==> src/rtl/xcvr_pkg.sv <==
package xcvr_pkg;
  typedef enum logic {
    SRC_LIVE   = 1'b0,
    SRC_STORED = 1'b1
  } src_t;
endpackage

==> src/rtl/xcvr_store_reg.sv <==
module xcvr_store_reg #(
  parameter int WIDTH = 8
) (
  input  logic             clk,
  input  logic             rst_n,
  input  logic             load,
  input  logic [WIDTH-1:0] d,
  output logic [WIDTH-1:0] q
);
  logic [WIDTH-1:0] q_nxt;

  always_comb begin
    q_nxt = q;
    if (load) q_nxt = d;
  end

  always_ff @(posedge clk or negedge rst_n) begin
    if (!rst_n) q <= '0;
    else        q <= q_nxt;
  end
endmodule

==> src/rtl/xcvr_bus_resolve.sv <==
module xcvr_bus_resolve
  import xcvr_pkg::*;
#(
  parameter int WIDTH = 8
) (
  input  logic             a_en,
  input  logic             b_en,
  input  src_t             to_b_src,
  input  src_t             to_a_src,
  input  logic [WIDTH-1:0] a_ext,
  input  logic [WIDTH-1:0] b_ext,
  input  logic [WIDTH-1:0] ab_q,
  input  logic [WIDTH-1:0] ba_q,
  input  logic [WIDTH-1:0] loop_q,
  output logic [WIDTH-1:0] a_bus,
  output logic [WIDTH-1:0] b_bus
);
  // Loop: each bus fed live from the other, nothing else driving.
  logic loop_on;
  assign loop_on = a_en && b_en && (to_b_src == SRC_LIVE) && (to_a_src == SRC_LIVE);

  always_comb begin
    if (loop_on) begin
      a_bus = loop_q;
      b_bus = loop_q;
    end else begin
      if (!a_en)                      a_bus = a_ext;
      else if (to_a_src == SRC_STORED) a_bus = ba_q;
      else if (!b_en)                  a_bus = b_ext;
      else                             a_bus = ab_q;

      if (!b_en)                      b_bus = b_ext;
      else if (to_b_src == SRC_STORED) b_bus = ab_q;
      else if (!a_en)                  b_bus = a_ext;
      else                             b_bus = ba_q;
    end
  end
endmodule

==> src/rtl/regd_bus_xcvr.sv <==
module regd_bus_xcvr
  import xcvr_pkg::*;
#(
  parameter int WIDTH = 8
) (
  input  logic             clk,
  input  logic             rst_n,
  input  logic             a_cap,
  input  logic             b_cap,
  input  logic             ab_oe,
  input  logic             ba_oe_n,
  input  logic             ab_sel,
  input  logic             ba_sel,
  input  logic [WIDTH-1:0] a_in,
  input  logic [WIDTH-1:0] b_in,
  output logic [WIDTH-1:0] a_out,
  output logic             a_drv,
  output logic [WIDTH-1:0] b_out,
  output logic             b_drv
);
  localparam int NREG = 3;
  localparam int IDX_AB = 0;
  localparam int IDX_BA = 1;
  localparam int IDX_LOOP = 2;

  logic             a_en, b_en;
  logic [WIDTH-1:0] a_bus, b_bus;
  logic [WIDTH-1:0] reg_d [NREG];
  logic [WIDTH-1:0] reg_q [NREG];
  logic [NREG-1:0]  reg_ld;

  assign a_en = ~ba_oe_n;
  assign b_en = ab_oe;

  xcvr_bus_resolve #(.WIDTH(WIDTH)) u_resolve (
    .a_en     (a_en),
    .b_en     (b_en),
    .to_b_src (src_t'(ab_sel)),
    .to_a_src (src_t'(ba_sel)),
    .a_ext    (a_in),
    .b_ext    (b_in),
    .ab_q     (reg_q[IDX_AB]),
    .ba_q     (reg_q[IDX_BA]),
    .loop_q   (reg_q[IDX_LOOP]),
    .a_bus    (a_bus),
    .b_bus    (b_bus)
  );

  always_comb begin
    reg_d[IDX_AB]   = a_bus;
    reg_d[IDX_BA]   = b_bus;
    reg_d[IDX_LOOP] = a_bus;
    reg_ld          = '0;
    reg_ld[IDX_AB]   = a_cap;
    reg_ld[IDX_BA]   = b_cap;
    reg_ld[IDX_LOOP] = 1'b1;
  end

  for (genvar g = 0; g < NREG; g++) begin : g_store
    xcvr_store_reg #(.WIDTH(WIDTH)) u_reg (
      .clk   (clk),
      .rst_n (rst_n),
      .load  (reg_ld[g]),
      .d     (reg_d[g]),
      .q     (reg_q[g])
    );
  end

  assign a_drv = a_en;
  assign b_drv = b_en;
  assign a_out = a_en ? a_bus : '0;
  assign b_out = b_en ? b_bus : '0;
endmodule

==> config.mk <==
export PLATFORM = sky130hd
export DESIGN_NAME = regd_bus_xcvr
export DESIGN_NICKNAME = d
export VERILOG_FILES = /design/src/rtl/xcvr_pkg.sv /design/src/rtl/xcvr_store_reg.sv /design/src/rtl/xcvr_bus_resolve.sv /design/src/rtl/regd_bus_xcvr.sv
export SDC_FILE = /design/constraint.sdc
export NUM_CORES = 1
export LEC_CHECK = 0
export ABC_AREA = 1
export BUFFER_PORTS_ARGS = -buffer_cell sky130_fd_sc_hd__buf_2
export CORE_AREA = 5 5 65 67
export CTS_CLUSTER_DIAMETER = 50
export DETAILED_ROUTE_END_ITERATION = 7
export DIE_AREA = 0 0 70 72
export PLACE_DENSITY = 0.83
export SLEW_MARGIN = 40
export SYNTH_ARGS = -nofsm -noshare
export SYNTH_HDL_FRONTEND = slang
export SYNTH_SLANG_ARGS = --single-unit
==> constraint.sdc <==
create_clock -name clk -period 1.4 [get_ports clk]
set_input_delay 0.28 -clock clk [delete_from_list [all_inputs] [get_ports clk]]
set_output_delay 0.28 -clock clk [all_outputs]
set_load 0.02 [all_outputs]
==> results.cfg, run 1 <==
[timing]
relSlewSlack_pct = 61.7
clock_skew_ps = 14.3
finalHoldViolCount = 0
drv_slew = 0
fin_crit_ps = 1760
fin_ws_ps = -360
finalCritPeriodShare_pct = 126
maxClockFrequency_mhz = 568
setup_tns_ps = -3740
setup_viol = 17
rsz0062_at_grt = yes
tightest_slew_ps = 575

[power_and_ir_drop]
ir_drop_v = 0.000513
power_density_mw_per_mm2 = 804
power.leakage_nw = 1.34

[logic_synthesis]
yosys-top-cells-count = nand2_1, nand3_1, dfrtp_1, nor2_1, a21oi_1
seq_area_frac_synth_pct = 37.5
syn_inst = 247
synth_top_area_share_pct = 37.5
synth_seq_cells = 24
syn_nets = 271
synth_cell_types = 20
yosysTopAreaCell = dfrtp_1
netlist_area_mm2 = 0.00160
synth_edf_count = 0
postSynthAreaPerCell_um2 = 6.48
synth_area_leaders = dfrtp_1, nand2_1, nand3_1
synthFlopType = dfrtp_1
synth_most_common_cell = nand2_1
yosys_warnings = 0
async_flop_share_pct = 100

[detailed_routing]
drt-pass1-iter-count = 4
wire_per_inst_um = 15.3
ant_nets = 0
remaining_drc_errors = 0
drtIter0Drc = 175
vias_per_cell = 5.44
routed_wl_um = 5630
vias = 2006

[global_routing]
grt_pass1_wl_um = 8740
grt_pass1_vias = 1934
grt_remaining_overflow = 0
grt_usage_pct = 21.1
grt_max_degree = 25
antenna_found_initial = 0

[die]
die_h_um = 72
die_w_um = 70
die_area_mm2 = 0.00504
core_area_mm2 = 0.00358
io_pins = 42
row_count = 22
start_util_pct = 44.7

[clock_network]
cts_tree = built
clock_latency_ps = 330
h-tree-depth = 1
cts_buffers = 3
clock_path_buffers = 2
cts-root-buf = clkbuf_4
cts.sinks = 24
clkTransAtPathRegs_ps = 160

[final_layout]
largest_registers = g_store.u_reg.q (24)
drive_above_1_share_pct = 43.3
area_growth_pct = 60.4
seq_area_um2 = 601
nNetsFinal = 346
multi_input_area_mm2 = 0.00114
max_flop_register = g_store.u_reg.q
fillers = 291
n_antenna_cell = 0
largest_reg_flops = 24

[setup_path]
path_class = flip-flop to output pin
cp.required_ps = 1120
cp-end-kind = output pin
start_kind = flip-flop
crit_arrival_ps = 1480
path_max_fanout = 3

[place]
routabilityCongestion = 0.786
dp_worst_setup_slack_ps = -295
hpwl_um = 3370
io_buffers = 41

[outcome]
violations = setup timing
status = complete, but fails checks

[run]
drv_cap = 0

[hold_path]
hold_class = input port to flip-flop
==> worst paths after layout <==
| kind | startpoint | to | slack [ps] | depth (start not counted) |
|---|---|---|---|---|
| max | g_store[0].u_reg.q[0] | a_out[0] | -360 | 7 |
| max in group asynchronous | rst_n | g_store[1].u_reg.q[3] | 540 | 2 |
| min | a_cap | g_store[0].u_reg.q[7] | 280 | 3 |
| min reg2reg | g_store[0].u_reg.q[1] | g_store[0].u_reg.q[1] | 540 | 2 |
| max reg2reg | g_store[0].u_reg.q[0] | g_store[0].u_reg.q[0] | -20 | 10 |
| min in group asynchronous | rst_n | g_store[1].u_reg.q[7] | 450 | 2 |
==> critical path, cell delays in order (launching register included) <==
cell	delay [ps]
dfrtp_1	460
nand3_2	110
nand3_2	90
nand2_1	60
nand2_1	80
nand2_2	80
a21oi_4	140
buf_6	130
==> cells in the final DEF, fill, tap and decap left out, types with 8 or more instances in the layout <==
cell type / synthesis / final
a21oi_4: 0 / 15
a31oi_1: 9 / 8
buf_2: 6 / 23
buf_4: 3 / 43
buf_6: 3 / 15
dfrtp_1: 24 / 24
nand2_1: 117 / 96
nand2_2: 2 / 20
nand3_1: 30 / 27
nor2_1: 24 / 23
==> cell type report <==
type	instances	share of cell area [%]
clock buffers	4	1.41
well taps	48	2.34
inverters	7	1.46
multi-input cells	201	44.5
flip-flops and latches	24	23.4
repair buffers	85	26.9
==> cell families (layout without fill, tap and decap cells) <==
group,count (synthesis),count (layout),share of synthesized area [%]
buffers and inverters,22,96,7.90
and+or+nand+nor,176,176,45.9
AOI/OAI and AO/OA,25,25,8.68
DFF,24,24,37.5
==> timing repair <==
action | CTS | global route
setup buffers | 5 | 6
pin swaps | 16 | 24
hold buffers | 1 | 0
gates resized for setup | 44 | 10
gates cloned | 1 | 0
setup endpoints to repair | 16 | 17
endpoints found under the hold margin | 24 | 0
==> metrics by stage <==
stage	instances	power, mW	instance area [um^2]	utilization (%)	hold WS, ps
after detailed placement	352	1.51	2240	62.5	303
after CTS	363	1.98	2480	69.4	275
after global placement	352	1.49	2240	62.5	302
final	369	2.06	2570	71.7	279
after floorplan	247	1.30	1870	-	-15.6
after global routing	369	2.17	2570	71.7	272
==> power breakdown <==
part,total (mW),internal (mW),switching [mW]
clock network,0.402,0.159,0.242
logic,0.819,0.374,0.445
registers,0.843,0.779,0.0644
==> layer usage <==
metal | vias up | GRT usage (%) | wire (um)
met4 | 0 | 5.53 | 157
met1 | 930 | 26.8 | 2200
met5 | - | 0 | 0
met3 | 17 | 4.02 | 464
met2 | 113 | 37.1 | 2810
li1 | 946 | - | -
(Power assumes the default switching activity.)
==> run 2: changes to the inputs <==
--- a/config.mk
+++ b/config.mk
@@ -6,7 +6,7 @@
 export NUM_CORES = 1
 export LEC_CHECK = 0
 export ABC_AREA = 1
-export BUFFER_PORTS_ARGS = -buffer_cell sky130_fd_sc_hd__buf_2
+export BUFFER_PORTS_ARGS = -buffer_cell sky130_fd_sc_hd__buf_4
 export CORE_AREA = 5 5 65 67
 export CTS_CLUSTER_DIAMETER = 50
 export DETAILED_ROUTE_END_ITERATION = 7
==> results.cfg, run 2 (synthesis gave the netlist of run 1 again) <==
[final_layout]
multi_input_area_mm2 = 0.00114
fillers = 261
largest_registers = g_store.u_reg.q (24)
seq_area_um2 = 601
drive_above_1_share_pct = 44.4
final_area_mm2 = 0.00265
final_util_pct = 74.1
area_growth_pct = 65.6
final_common_cell = nand2_1
largest_reg_flops = 24
nNetsFinal = 345
final_cell_mix = nand2_1, buf_4, nand3_1
max_flop_register = g_store.u_reg.q
n_antenna_cell = 0

[setup_path]
cp-end-kind = output pin
r2r-end = g_store[0].u_reg.q[0]
r2r-start = g_store[0].u_reg.q[0]
cp.required_ps = 1120
path_max_fanout = 3
r2r_slack_ps = 140
start_kind = flip-flop
path_class = flip-flop to output pin
crit_arrival_ps = 1390
reg2reg_depth = 10

[detailed_routing]
remaining_drc_errors = 0
drtIter0Drc = 104
vias_per_cell = 5.29
routed_wl_um = 5510
ant_nets = 0
drt-pass1-iter-count = 4
wire_per_inst_um = 15.0
vias = 1948

[power_and_ir_drop]
ir_drop_v = 0.000701
power.total_mw = 2.19
power_density_mw_per_mm2 = 828
power.leakage_nw = 1.34

[clock_network]
cts-root-buf = clkbuf_4
clkTransAtPathRegs_ps = 150
h-tree-depth = 1
cts_buffers = 3
clock_path_buffers = 2
cts_tree = built
cts.sinks = 24
clock_latency_ps = 330

[global_routing]
grt_remaining_overflow = 0
grt_pass1_wl_um = 9290
grt_pass1_vias = 2032
grt_max_degree = 25
antenna_found_initial = 0
grt_usage_pct = 22.6

[place]
dp_worst_setup_slack_ps = -256
io_buffers = 41
placed_area_mm2 = 0.00236
routabilityCongestion = 0.833
hpwl_um = 3540

[timing]
fin_ws_ps = -266
rsz0062_at_grt = yes
tightest_slew_ps = 336
finalHoldViolCount = 0
setup_viol = 16
maxClockFrequency_mhz = 600
finalCritPeriodShare_pct = 119
setup_tns_ps = -3620
fin_crit_ps = 1670
clock_skew_ps = 1.58
relSlewSlack_pct = 77.6
drv_slew = 0

[outcome]
status = complete, but fails checks
violations = setup timing

[hold_path]
holdPathEnd = g_store[0].u_reg.q[2]
hold_class = input port to flip-flop
hp-start = a_cap
hold_depth = 3

[die]
io_pins = 42
start_util_pct = 44.7
die_w_um = 70
core_area_mm2 = 0.00358
row_count = 22
die_area_mm2 = 0.00504
die_h_um = 72

[run]
drv_cap = 0
## run 2: worst max path at each step
stage	endpoint	cells past startpoint	start	slack (ps)
6_report	b_out[4]	7	g_store[0].u_reg.q[4]	-270
5_1_grt	b_out[3]	7	g_store[0].u_reg.q[3]	-380
4_1_cts	b_out[1]	7	g_store[0].u_reg.q[1]	-260
3_5_place_dp	b_out[7]	8	ba_sel	-260
3_3_place_gp	a_out[6]	8	ba_sel	-220
2_1_floorplan	a_out[5]	7	ab_oe	-30
## run 2: through the flow
stage,hold slack [ps],cells
after global placement,202,353
after CTS,221,364
after floorplan,-15.6,247
final,226,368
after detailed placement,202,353
after global routing,221,368
## run 2: layer usage
metal | up-vias | global-route usage, % | share of wire (%)
met3 | 12 | 4.29 | 6.8
li1 | 942 | - | -
met5 | - | 0 | 0
met1 | 917 | 27.6 | 39
met2 | 77 | 40.3 | 52
met4 | 0 | 7.02 | 2.2
## run 2: final cells by class
cell class | instances | area share, %
clock buffers | 3 | 0.850
clock inverters | 1 | 1.13
inverters | 7 | 1.42
multi-input cells | 201 | 43.0
flip-flops and latches | 24 | 22.7
well taps | 48 | 2.27
repair buffers | 84 | 28.7
## run 2: critical path, cell delays in order, from the launching register on
cell and delay, ps:
dfrtp_1 400, nor2_1 60, nor2_1 120, nand2_1 100, nand2_2 70, nand2_2 60
a21oi_4 120, buf_6 120
## run 2: power by group
part,switching [mW],internal (mW)
registers,0.0615,0.779
logic,0.438,0.389
clock network,0.237,0.290
## run 2: what timing repair did
item                       4_1_cts  5_1_grt
setup endpoints to repair       16       16
buffers inserted                 5        4
resized for setup               34        7
pin swaps                       38       26
gates cloned                     1        0
hold buffers                     1        0
hold endpoints to repair        24        0
